--- src/rtl/tmr_pkg.sv ---
package tmr_pkg;
  typedef enum logic {PH_LOW = 1'b0, PH_HIGH = 1'b1} phase_e;
  typedef struct packed {
    logic ld_both;
    logic ld_high;
    logic reload;
  } cmd_t;
endpackage

--- src/rtl/tmr_edge.sv ---
module tmr_edge #(
  parameter int NSRC = 2,
  localparam int SELW = (NSRC > 1) ? $clog2(NSRC) : 1
) (
  input  logic            clk,
  input  logic            rst_n,
  input  logic [NSRC-1:0] src,
  input  logic [SELW-1:0] sel,
  output logic            rise,
  output logic            fall
);
  logic lvl, lvl_q;

  assign lvl = src[sel];

  always_ff @(posedge clk or negedge rst_n) begin
    if (!rst_n) lvl_q <= 1'b0;
    else        lvl_q <= lvl;
  end

  assign rise = lvl & ~lvl_q;
  assign fall = ~lvl & lvl_q;
endmodule

--- src/rtl/tmr_gate.sv ---
module tmr_gate (
  input  logic clk,
  input  logic rst_n,
  input  logic active,
  input  logic gate_en,
  input  logic pulse,
  output logic visible
);
  always_ff @(posedge clk or negedge rst_n) begin
    if (!rst_n)                 visible <= 1'b1;
    else if (!active || !gate_en) visible <= 1'b1;
    else if (pulse)             visible <= ~visible;
  end
endmodule

--- src/rtl/tmr_core.sv ---
module tmr_core
  import tmr_pkg::*;
#(
  parameter int W = 8
) (
  input  logic         clk,
  input  logic         rst_n,
  input  cmd_t         cmd,
  input  logic [W-1:0] wdata,
  input  logic         run,
  input  logic         pwm_en,
  input  logic         ext_en,
  input  logic         rise,
  input  logic         fall,
  input  logic         irq_ack,
  output logic [W-1:0] cnt,
  output logic         active,
  output logic         high_ph,
  output logic         uf_pulse,
  output logic         irq
);
  logic [W-1:0] cnt_q, lo_q, hi_q;
  logic   act_q, half_q, pol_q, uf_q, irq_q;
  phase_e ph_q;

  logic tick, opp, in_high, stop_now, counting, zero;
  logic uf_hit, start_half, half_end, high_end, uf_evt, load_lo, load_hi;

  always_comb begin
    tick       = pol_q ? fall : rise;
    opp        = pol_q ? rise : fall;
    in_high    = (ph_q == PH_HIGH);
    stop_now   = act_q & ~run & ~(pwm_en & in_high);
    counting   = act_q & ~stop_now;
    zero       = (cnt_q == '0);
    uf_hit     = counting & tick & zero & ~half_q;
    start_half = uf_hit & pwm_en & in_high & ext_en;
    half_end   = counting & half_q & opp;
    high_end   = (uf_hit & pwm_en & in_high & ~ext_en) | half_end;
    uf_evt     = (uf_hit & ~start_half) | half_end;
    load_hi    = uf_hit & pwm_en & ~in_high;
    load_lo    = (uf_hit & ~load_hi & ~start_half) | half_end;
  end

  always_ff @(posedge clk or negedge rst_n) begin
    if (!rst_n) begin
      cnt_q  <= '0;
      lo_q   <= '0;
      hi_q   <= '0;
      act_q  <= 1'b0;
      half_q <= 1'b0;
      pol_q  <= 1'b0;
      uf_q   <= 1'b0;
      irq_q  <= 1'b0;
      ph_q   <= PH_LOW;
    end else begin
      uf_q <= uf_evt;
      if (uf_evt)       irq_q <= 1'b1;
      else if (irq_ack) irq_q <= 1'b0;

      if (cmd.ld_high) hi_q <= wdata;
      if (cmd.ld_both) lo_q <= wdata;

      if (cmd.ld_both)     cnt_q <= wdata;
      else if (cmd.reload) cnt_q <= lo_q;
      else if (load_lo)    cnt_q <= lo_q;
      else if (load_hi)    cnt_q <= hi_q;
      else if (counting & tick & ~zero & ~half_q) cnt_q <= cnt_q - 1'b1;

      if (!act_q) begin
        if (run) begin
          act_q  <= 1'b1;
          ph_q   <= PH_LOW;
          half_q <= 1'b0;
          pol_q  <= 1'b0;
        end
      end else if (stop_now) begin
        act_q  <= 1'b0;
        ph_q   <= PH_LOW;
        half_q <= 1'b0;
        pol_q  <= 1'b0;
      end else begin
        if (!pwm_en)    ph_q   <= PH_LOW;
        else if (load_hi) ph_q <= PH_HIGH;
        if (start_half) half_q <= 1'b1;
        if (high_end) begin
          ph_q   <= PH_LOW;
          half_q <= 1'b0;
          if (half_end) pol_q <= ~pol_q;
          if (!run) begin
            act_q <= 1'b0;
            pol_q <= 1'b0;
          end
        end
      end
    end
  end

  assign cnt      = cnt_q;
  assign active   = act_q;
  assign high_ph  = in_high;
  assign uf_pulse = uf_q;
  assign irq      = irq_q;
endmodule

--- src/rtl/pwm_reload_timer.sv ---
module pwm_reload_timer
  import tmr_pkg::*;
#(
  parameter int W = 8
) (
  input  logic         clk,
  input  logic         rst_n,
  input  logic         wr_load,
  input  logic         wr_high,
  input  logic         reload,
  input  logic [W-1:0] wr_data,
  output logic [W-1:0] cnt_value,
  input  logic         src_a,
  input  logic         src_b,
  input  logic         src_sel,
  input  logic         run,
  input  logic         pwm_en,
  input  logic         ext_en,
  input  logic         gate_en,
  input  logic         gate_pulse,
  input  logic         irq_ack,
  output logic         pwm_out,
  output logic         irq_flag,
  output logic         underflow
);
  localparam int NSRC = 2;

  cmd_t cmd;
  logic rise, fall, core_act, core_high, visible;

  assign cmd = '{ld_both: wr_load, ld_high: wr_high, reload: reload};

  tmr_edge #(.NSRC(NSRC)) u_edge (
    .clk  (clk),
    .rst_n(rst_n),
    .src  ({src_b, src_a}),
    .sel  (src_sel),
    .rise (rise),
    .fall (fall)
  );

  tmr_core #(.W(W)) u_core (
    .clk     (clk),
    .rst_n   (rst_n),
    .cmd     (cmd),
    .wdata   (wr_data),
    .run     (run),
    .pwm_en  (pwm_en),
    .ext_en  (ext_en),
    .rise    (rise),
    .fall    (fall),
    .irq_ack (irq_ack),
    .cnt     (cnt_value),
    .active  (core_act),
    .high_ph (core_high),
    .uf_pulse(underflow),
    .irq     (irq_flag)
  );

  tmr_gate u_gate (
    .clk    (clk),
    .rst_n  (rst_n),
    .active (core_act),
    .gate_en(gate_en),
    .pulse  (gate_pulse),
    .visible(visible)
  );

  assign pwm_out = core_act & pwm_en & core_high & visible;
endmodule

--- config.mk ---
export PLATFORM = sky130hd
export DESIGN_NAME = pwm_reload_timer
export DESIGN_NICKNAME = d
export VERILOG_FILES = /design/src/rtl/tmr_pkg.sv /design/src/rtl/tmr_edge.sv /design/src/rtl/tmr_gate.sv /design/src/rtl/tmr_core.sv /design/src/rtl/pwm_reload_timer.sv
export SDC_FILE = /design/constraint.sdc
export NUM_CORES = 1
export LEC_CHECK = 0
export BUFFER_PORTS_ARGS = -buffer_cell sky130_fd_sc_hd__buf_2
export CAP_MARGIN = 20
export CORE_AREA = 4 4 76 60
export DETAILED_ROUTE_END_ITERATION = 7
export DIE_AREA = 0 0 80 64
export GPL_TIMING_DRIVEN = 0
export MAX_ROUTING_LAYER = met4
export PLACE_DENSITY = 0.74
export SYNTH_ARGS = -nofsm -noshare
export SYNTH_HDL_FRONTEND = slang
export SYNTH_SLANG_ARGS = --single-unit
--- constraint.sdc ---
create_clock -name clk -period 1.9 [get_ports clk]
set_clock_uncertainty 0.05 [all_clocks]
set_input_delay 0.19 -clock clk [delete_from_list [all_inputs] [get_ports clk]]
set_output_delay 0.19 -clock clk [all_outputs]
set_load 0.01 [all_outputs]
==> flow_metrics.py <==
metrics = {
    "global_routing": {
        "grt_max_degree": 33,
        "antenna_found_initial": 0,
        "grt_overflow": 0,
        "grt_pass1_wl_um": 7180,
        "grtUsageTotal_pct": 18.5,
        "grt_pass1_vias": 1458,
    },
    "layout": {
        "final_common_cell": "buf_2",
        "finalNonFillerCells": 283,
        "layout_common_cells": "buf_2 (32), dfrtp_1 (25), nor2_1 (18)",
        "drive_gt1_share_pct": 43.9,
        "design_area_mm2": 0.00239,
        "syn_to_final_growth_pct": 29.3,
        "fin_nets": 251,
        "diodes": 0,
    },
    "worst_setup_path": {
        "end_kind": "register",
        "start_kind": "register",
        "critical_path_required_ps": 2020,
        "crit_type": "reg2reg",
        "critPathMaxFanout": 4,
        "cp.arrival_ps": 2150,
    },
    "route": {
        "first_pass_iters": 4,
        "vias": 1512,
        "avgViaCountPerCell": 5.34,
        "route.detailed.wl_per_inst_um": 15.3,
        "wl_um": 4320,
        "drc": 0,
        "drt-initial-drc-count": 125,
        "antenna_left": 0,
    },
    "placed_design": {
        "routabilityCongestion": 0.892,
        "numPortBuffers": 30,
        "dpl.hpwl_um": 2720,
        "dpl.cell_count": 258,
        "placedInstanceArea_mm2": 0.00208,
    },
    "cts": {
        "clock_path_buffers": 2,
        "clock_latency_ps": 280,
        "numCtsBuffers": 5,
        "cts.sinks": 32,
        "path_clk_slew_ps": 70,
        "cts_root_buf": "clkbuf_8",
        "htreeDepth": 2,
        "cts_tree": "built",
    },
    "floorplan": {
        "die_h_um": 64,
        "fp.dieW_um": 80,
        "num_rows": 20,
        "ios": 33,
        "core_mm2": 0.00390,
        "die_area_mm2": 0.00512,
        "start_util_pct": 47.4,
    },
    "yosys": {
        "syn-num-nets": 197,
        "synth-seq-cells": 32,
        "ys_types": 44,
        "synth_seq_area_share_pct": 43.3,
        "synth_area_mm2": 0.00185,
        "synth.avg_cell_area_um2": 10.7,
        "syn_inst": 173,
        "synth_warnings": 0,
    },
    "timing": {
        "relSlewSlack_pct": 51.7,
        "clock.fmax_ghz": 0.491,
        "worst_pin_slew_ps": 725,
        "setup_ws_ps": -135,
        "finalSetupTns_ps": -839,
        "slew_violations": 0,
        "period_share_pct": 107,
        "hold_viol_final": 0,
        "fin_crit_ps": 2040,
        "rsz0062_at_grt": "true",
        "setup_viol": 8,
    },
    "power_and_ir_drop": {
        "power.internal_mw": 1.29,
        "p_leak_nw": 1.09,
        "irDropWorstVdd_mv": 0.544,
        "power_switching_mw": 0.484,
        "combPwrFrac_pct": 18.2,
        "powerDensity_mw_per_mm2": 743,
        "p_clk_share_pct": 36.7,
        "p_seq_share_pct": 45.1,
        "switching_share_pct": 27.2,
    },
    "outcome": {
        "violations": "negative setup slack",
        "status": "finished with violations",
    },
    "min_path": {
        "hp-class": "in2reg",
    },
    "job": {
        "max_cap_viol_count": 0,
    },
}
## stage by stage
stage          utilization (%)  hold WS, ps  total power [mW]  setup WS, ps
2_1_floorplan                -         -156             0.978         -48.9
3_3_place_gp              53.4          236              1.07          -322
3_5_place_dp              53.4          232              1.08          -344
4_1_cts                   60.1       0.0689              1.76         -86.1
5_1_grt                   61.3          104              1.86          -203
6_report                  61.3          105              1.78          -135
## Yosys cell counts (all sizes together)
library cell / n / area share, %
nor2: 18 / 3.7
mux2i: 8 / 4.7
a211oi: 6 / 2.7
buf: 3 / 1.6
xnor2: 4 / 1.9
o21bai: 3 / 1.2
o22a: 1 / 0.47
nor3b: 2 / 0.81
o21ai: 4 / 1.1
and3: 1 / 0.41
o211a: 1 / 0.54
o2111ai: 1 / 1.4
ha: 2 / 1.4
nor4: 1 / 0.68
and3b: 2 / 0.95
nand3: 4 / 1.4
clkbuf: 4 / 0.81
xor2: 4 / 1.9
and2: 1 / 0.34
mux2: 16 / 9.7
dfrtp: 31 / 42
nand4b: 1 / 0.81
or2: 1 / 0.34
a21o: 2 / 0.81
o2bb2ai: 2 / 0.95
dfstp: 1 / 1.4
nor4b: 1 / 1.3
inv: 12 / 2.4
and4: 1 / 0.61
o211ai: 2 / 0.81
a41o: 2 / 1.1
a21boi: 1 / 0.41
nand2: 10 / 2.0
nor2b: 3 / 1.0
a22o: 6 / 2.8
o221a: 1 / 0.61
nor3: 4 / 1.1
o21a: 1 / 0.41
a21oi: 3 / 0.81
nand4: 2 / 0.68
## worst paths after layout
check,from,to,slack (ps),cells past startpoint
worst max-delay path,u_core.pol_q,u_core.cnt[6],-140,7
worst min-delay path,gate_pulse,u_gate.visible,100,3
worst max register to register,u_core.pol_q,u_core.cnt[6],-140,7
worst min register to register,u_core.irq,u_core.irq,440,1
max in group asynchronous,rst_n,u_core.cnt[0],850,2
min in group asynchronous,rst_n,u_core.lo_q[2],450,2
## final cells by class
type / count / area, um2
well taps: 55 / 68.8
inverters: 12 / 45.0
clock inverters: 2 / 35.0
plain buffers: 6 / 25.0
repair buffers: 48 / 290
clock buffers: 6 / 72.6
multi-input cells: 122 / 1050
fillers: 347 / 1510
flip-flops and latches: 32 / 810
## power by group through the flow
stage / clock network, mW / registers [mW] / logic [mW]
floorplan: 0 / 0.810 / 0.168
global placement: 0 / 0.811 / 0.263
detailed placement: 0 / 0.815 / 0.267
CTS: 0.658 / 0.799 / 0.299
global route: 0.693 / 0.810 / 0.355
finish: 0.652 / 0.802 / 0.323
## critical path: stages (launching register included)
cell and delay (ps):
dfrtp_2 420, or2_4 260, mux2i_4 190, o211ai_1 150, buf_4 170, nor4b_4 390, buf_4 230, a211oi_2 70
## state kept, by name (all words and copies together) (netlist names)
name,count
u_gate.visible,1
u_core.active,1
u_core.uf_pulse,1
u_core.lo_q,8
u_core.half_q,1
u_core.hi_q,8
u_core.high_ph,1
u_core.cnt,8
u_edge.lvl_q,1
u_core.pol_q,1
u_core.irq,1
## routing by layer
| metal | global-route usage [%] | share of wire [%] |
|---|---|---|
| met1 | 26.2 | 47 |
| met2 | 26.5 | 45 |
| met3 | 6.20 | 6.4 |
| met4 | 2.53 | 0.97 |
| met5 | - | 0 |
## repair_timing
item | in CTS | in global routing
endpoints found under the setup margin | 11 | 11
cloned | 0 | 0
hold endpoints to repair | 31 | 1
pin swaps | 8 | 6
hold buffers | 1 | 1
buffers inserted | 15 | 1
gates resized for setup | 8 | 11
## kinds of logic (layout without fill, tap and decap cells)
kind of cell / count (synthesis) / count (layout) / synth area share, %
simple gates: 52 / 52 / 16.0
compound gates: 36 / 36 / 16.2
flops: 32 / 32 / 43.3
mux: 24 / 24 / 14.5
buf+inv: 19 / 74 / 4.87
xor+xnor: 8 / 8 / 3.79
fa+ha+maj: 2 / 2 / 1.35
Note: power is estimated with default switching activity, not from simulation.
